### src/rtl/led_drv_pkg.sv
package led_drv_pkg;
  typedef struct packed {
    logic act;
    logic spd;
    logic link;
  } led_vec_t;
endpackage

### src/rtl/led_prescaler.sv
module led_prescaler #(
  parameter int PRESC_DIV = 8
) (
  input  logic clk,
  input  logic rst,
  output logic tick
);
  localparam int PW = (PRESC_DIV > 2) ? $clog2(PRESC_DIV) : 1;
  localparam logic [PW-1:0] LAST = PW'(PRESC_DIV - 1);

  logic [PW-1:0] cnt_q;

  always_ff @(posedge clk) begin
    if (rst)                cnt_q <= '0;
    else if (cnt_q == LAST) cnt_q <= '0;
    else                    cnt_q <= cnt_q + 1'b1;
  end

  assign tick = (cnt_q == LAST);

  AST_TICK_SPACED: assert property (@(posedge clk) disable iff (rst)
    tick |=> !tick);
endmodule

### src/rtl/led_flash.sv
module led_flash #(
  parameter int STRETCH_CYC = 5,
  parameter int ON_TICKS    = 2
) (
  input  logic clk,
  input  logic rst,
  input  logic clr,
  input  logic evt,
  input  logic tick,
  output logic flash
);
  localparam int MAXC = (STRETCH_CYC > ON_TICKS) ? STRETCH_CYC : ON_TICKS;
  localparam int CW   = $clog2(MAXC + 1);

  logic          busy_q;
  logic          inv_q;
  logic [CW-1:0] cnt_q;

  always_ff @(posedge clk) begin
    if (rst || clr) begin
      busy_q <= 1'b0;
      inv_q  <= 1'b0;
      cnt_q  <= '0;
    end else if (!busy_q) begin
      if (evt) begin
        busy_q <= 1'b1;
        inv_q  <= 1'b1;
        cnt_q  <= CW'(STRETCH_CYC - 1);
      end
    end else if (inv_q) begin
      if (cnt_q == '0) begin
        inv_q <= 1'b0;
        cnt_q <= CW'(ON_TICKS);
      end else begin
        cnt_q <= cnt_q - 1'b1;
      end
    end else if (tick) begin
      if (cnt_q == CW'(1)) busy_q <= 1'b0;
      else                 cnt_q  <= cnt_q - 1'b1;
    end
  end

  assign flash = busy_q & inv_q;

  AST_FLASH_NEEDS_EVT: assert property (@(posedge clk) disable iff (rst)
    $rose(busy_q) |-> $past(evt));
  AST_CLR_CANCELS: assert property (@(posedge clk) disable iff (rst)
    $past(clr) |-> !busy_q);
  AST_RECOVERY_ON_TICK: assert property (@(posedge clk) disable iff (rst)
    ($fell(busy_q) && !$past(clr)) |-> $past(tick));
endmodule

### src/rtl/led_map.sv
module led_map
  import led_drv_pkg::*;
(
  input  logic     link_up,
  input  logic     spd_100,
  input  logic     full_dup,
  input  logic     map_sel,
  input  logic     act_flash,
  input  logic     col_flash,
  output led_vec_t lit
);
  always_comb begin
    lit = '0;
    if (link_up) begin
      lit.spd = spd_100;
      if (map_sel) begin
        lit.link = ~act_flash;
        lit.act  = full_dup ^ col_flash;
      end else begin
        lit.link = 1'b1;
        lit.act  = act_flash;
      end
    end
  end
endmodule

### src/rtl/led_status_drv.sv
module led_status_drv
  import led_drv_pkg::*;
#(
  parameter int PRESC_DIV   = 8,
  parameter int STRETCH_CYC = 5,
  parameter int ON_TICKS    = 2
) (
  input  logic       clk,
  input  logic       rst,
  input  logic       link_up,
  input  logic       spd_100,
  input  logic       full_dup,
  input  logic       act_evt,
  input  logic       col_evt,
  input  logic       map_sel,
  input  logic [2:0] strap_pol,
  output logic       led_link_o,
  output logic       led_spd_o,
  output logic       led_act_o
);
  logic     tick;
  logic     act_flash;
  logic     col_flash;
  led_vec_t lit;
  led_vec_t pol_q;
  led_vec_t drv_q;

  led_prescaler #(.PRESC_DIV(PRESC_DIV)) presc_i (
    .clk(clk), .rst(rst), .tick(tick)
  );

  led_flash #(.STRETCH_CYC(STRETCH_CYC), .ON_TICKS(ON_TICKS)) act_fl_i (
    .clk(clk), .rst(rst), .clr(~link_up), .evt(act_evt), .tick(tick), .flash(act_flash)
  );

  led_flash #(.STRETCH_CYC(STRETCH_CYC), .ON_TICKS(ON_TICKS)) col_fl_i (
    .clk(clk), .rst(rst), .clr(~link_up), .evt(col_evt), .tick(tick), .flash(col_flash)
  );

  led_map map_i (
    .link_up(link_up), .spd_100(spd_100), .full_dup(full_dup), .map_sel(map_sel),
    .act_flash(act_flash), .col_flash(col_flash), .lit(lit)
  );

  always_ff @(posedge clk) begin
    if (rst) begin
      pol_q <= led_vec_t'(strap_pol);
      drv_q <= led_vec_t'(strap_pol);
    end else begin
      drv_q <= lit ^ pol_q;
    end
  end

  assign led_link_o = drv_q.link;
  assign led_spd_o  = drv_q.spd;
  assign led_act_o  = drv_q.act;

  AST_POL_HELD: assert property (@(posedge clk) disable iff (rst)
    1'b1 |=> $stable(pol_q));
  AST_NOLINK_IDLE: assert property (@(posedge clk) disable iff (rst)
    !$past(link_up) |-> (drv_q == pol_q));
  AST_SPEED_FOLLOW: assert property (@(posedge clk) disable iff (rst)
    ($past(link_up) && !$past(rst)) |-> (led_spd_o == ($past(spd_100) ^ pol_q.spd)));
  AST_MAP0_LINK_STEADY: assert property (@(posedge clk) disable iff (rst)
    ($past(link_up) && !$past(map_sel) && !$past(rst)) |-> (led_link_o == ~pol_q.link));
endmodule

### config.mk
export PLATFORM = sky130hd
export DESIGN_NAME = led_status_drv
export DESIGN_NICKNAME = d
export VERILOG_FILES = /design/src/rtl/led_drv_pkg.sv /design/src/rtl/led_prescaler.sv /design/src/rtl/led_flash.sv /design/src/rtl/led_map.sv /design/src/rtl/led_status_drv.sv
export SDC_FILE = /design/constraint.sdc
export NUM_CORES = 1
export LEC_CHECK = 0
export BUFFER_PORTS_ARGS = -buffer_cell sky130_fd_sc_hd__buf_2
export CORE_ASPECT_RATIO = 1.5
export CORE_MARGIN = 2
export CORE_UTILIZATION = 25
export DETAILED_ROUTE_END_ITERATION = 8
export SKIP_CTS_REPAIR_TIMING = 1
export SLEW_MARGIN = 10
export SYNTH_ARGS = -nofsm -noshare
export SYNTH_HDL_FRONTEND = slang
export SYNTH_SLANG_ARGS = --single-unit
### constraint.sdc
create_clock -name clk -period 2.35 [get_ports clk]
set_input_delay 0.47 -clock clk [delete_from_list [all_inputs] [get_ports clk]]
set_output_delay 0.47 -clock clk [all_outputs]
set_load 0.005 [all_outputs]
==> flow_summary.toml <==
[sta]
grt_setup_unrepaired = "false"
max_slew_margin = 0.708
clock-skew-final_ns = 0.00191
timing.final.hold_violations = 0
timing.final.setup_violations = 0
drv_slew = 0
setup_tns_ns = 0
timing.final.crit_share = 0.691
timing_worst_slew_pin_value_ns = 0.439
finalWorstPathRequiredPeriod_ns = 1.62
holdWs_ns = 0.400
clock.fmax_ghz = 0.616

[power_and_ir_drop]
power.share.switching = 0.238
p_total_uw = 669
static-leakage-power_nw = 0.476
seqPwrFrac = 0.548
p_switching_uw = 159
cellInternalPower_uw = 509
peakVddDrop_uv = 369
power.density_nw_per_um2 = 578
power.combinational.fraction = 0.111
clockPowerShare = 0.341

[die]
die_x_um = 56.1
row_count = 28
io_pins = 14
die_h_um = 82.1
core_area_um2 = 3920
dieArea_um2 = 4610
start_util = 0.259

[placement]
io_buffers = 13
dp.cells = 163
gp_routability_congestion = 0.813
hpwl_mm = 1.37

[setup_path]
worstReg2RegStart = "presc_i.cnt_q[0]$_SDFF_PP0_"
timing.critical_path.depth = 5
worstSetupStartpointType = "register"
critical_path.startpoint = "presc_i.cnt_q[0]$_SDFF_PP0_"
reg2reg_slack_ns = 0.73
critical_path.endpoint_type = "register"
slowest_stage = "a2111oi_1"
cp_data_arrival_time_ns = 1.75
worstPathCellList = "ha_1 -> ha_1 -> a311oi_2 -> a2111oi_1 -> a211oi_1"
crit_path_frequent_cell = "ha_1"
critPathTopFamily = "compound AO/OA/AOI/OAI gates"
worstRegToRegCells = 5
timing.rr.end = "col_fl_i.cnt_q[2]$_SDFFE_PP0P_"
worst-path-max-fanout = 8
path_class = "register to register"
critical_path_required_ns = 2.48
cp_num_buf_inv = 0
critical_path.max_stage_delay_ns = 0.42

[job]
max-cap-violations = 0

[clock_network]
cts.htree.levels = 1
clkTransAtPathRegs_ns = 0.07
cts_inserted_buffers = 3
cts.path.max_buffers = 2
clock_latency_ns = 0.25
cts.sinks = 19
cts-root-buf = "clkbuf_8"
cts_tree = "done"

[yosys]
mappedNetlistNets = 133
synth.top_cell.area_share = 0.315
number_of_cells_produced_by_synthesis = 111
netlist_area_um2 = 1020
synth_top_cell_by_area = "dfxtp_1"
number_of_synthesized_register_bits = 19
yosys_warnings = 0
synthTopCellsByArea = "dfxtp_1 31%, ha_1 14%, edfxtp_1 8.9%"
yosysSeqAreaShare = 0.403
synth_edf_count = 3
async_set_reset_flop_share_out_of_synthesis = 0
ys_types = 32
postSynth.topFlopCell = "dfxtp_1"
avgSynthCellArea_um2 = 9.16

[route]
remaining_drc_errors = 0
drt_iter0_drc = 7
via_per_inst = 4.71
drt-wirelength-per-cell_um = 10.8
final_antenna_net_count = 0
drt_pass1_iterations = 4
postRouteWirelength_mm = 1.80
vias = 787

[global_routing]
grt_usage = 0.0884
overflow = 0
number_of_antenna_violations_at_the_first_check_in_global_routing = 0
grt_pass1_vias = 802
pin_count_of_the_biggest_net_entering_global_routing = 13
grt_first_pass_wirelength_mm = 3.22

[final_layout]
area_delta_synth_final_pct = 13.7
final_nets = 145
post_route_cells_drive_above_1_share = 0.180
finalCoreUtilization = 0.295
mostFrequentLayoutCell = "dfxtp_1"
layout.cells.most_common_list = "16 x dfxtp_1, 13 x buf_2, 12 x nand2_1"
final_cell_count_no_fill = 167
antennaDiodeCount = 0

[status]
outcome = "finished clean"

[hold_path]
end_of_the_worst_hold_path = "pol_q[0]$_DFFE_PP_"
min-delay-path-class = "primary input to register"
hold_depth = 1
hold_start = "strap_pol[0]"
[metrics by stage]
stage | worst slack (ns) | area [um2]
after floorplan | 0.855 | 1020
after global placement | 0.793 | 1110
after detailed placement | 0.740 | 1110
after CTS | 0.728 | 1160
after global routing | 0.601 | 1160
final | 0.726 | 1160
[layout make-up]
type	instances	area [um2]
Fill cell	435	2770
Multi-Input combinational cell	76	542
Sequential cell	19	410
Timing Repair Buffer	13	65.1
Tap cell	45	56.3
Clock buffer	4	45.0
Inverter	10	37.5
[layer usage]
metal,GRT usage,part of all wire,vias to the layer above
li1,-,-,400
met4,0.0571,0.024,0
met3,0.0156,0.034,6
met2,0.161,0.51,19
met5,0,0,-
met1,0.0936,0.43,362
[flip-flops by register name (all words and copies together) (netlist names)]
register / flops
presc_i.cnt_q: 3
led_act_o: 1
act_fl_i.busy_q: 1
col_fl_i.cnt_q: 3
act_fl_i.cnt_q: 3
col_fl_i.busy_q: 1
col_fl_i.inv_q: 1
led_spd_o: 1
pol_q: 3
act_fl_i.inv_q: 1
led_link_o: 1
[Yosys cell counts, types with 2 or more instances]
cell       n
o21ai_0    3
nand2b_1   4
ha_1      11
a21oi_1    6
xor2_1     2
clkbuf_1   2
dfxtp_1   16
mux2i_1    2
nor3b_1    3
buf_2      4
nand3_1    2
nor2_1     9
edfxtp_1   3
nand2_1   12
a311oi_1   2
nor2b_1    3
a211oi_1   2
inv_1     10
mux2_2     2
[how the worst max path moves through the flow]
stage / endpoint / slack, ns
after floorplan: col_fl_i.cnt_q[2]$_SDFFE_PP0P_ / 0.85
after global placement: col_fl_i.cnt_q[2]$_SDFFE_PP0P_ / 0.79
after detailed placement: col_fl_i.cnt_q[2]$_SDFFE_PP0P_ / 0.74
after CTS: col_fl_i.cnt_q[2]$_SDFFE_PP0P_ / 0.73
after global routing: act_fl_i.cnt_q[0]$_SDFFE_PP0P_ / 0.60
final: col_fl_i.cnt_q[2]$_SDFFE_PP0P_ / 0.73
[cells by family (layout without fill, tap and decap cells)]
group	count (synthesis)	after routing	share of synthesized area
muxes	4	4	0.0418
xor gates and xnor gates	3	3	0.0258
buffers and inverters	16	27	0.0640
adders and majority gates	11	11	0.135
DFF	19	19	0.403
AOI/OAI and AO/OA	19	19	0.137
and+or+nand+nor	39	39	0.193
[power groups by stage]
| stage | logic, mW | clock network [mW] | registers [mW] |
|---|---|---|---|
| after floorplan | 0.0542 | 0 | 0.367 |
| after global placement | 0.0727 | 0 | 0.373 |
| after detailed placement | 0.0747 | 0 | 0.374 |
| after CTS | 0.0755 | 0.237 | 0.367 |
| after global routing | 0.0867 | 0.250 | 0.369 |
| final | 0.0744 | 0.228 | 0.366 |
No activity file was read; power rests on OpenSTA's default activity.
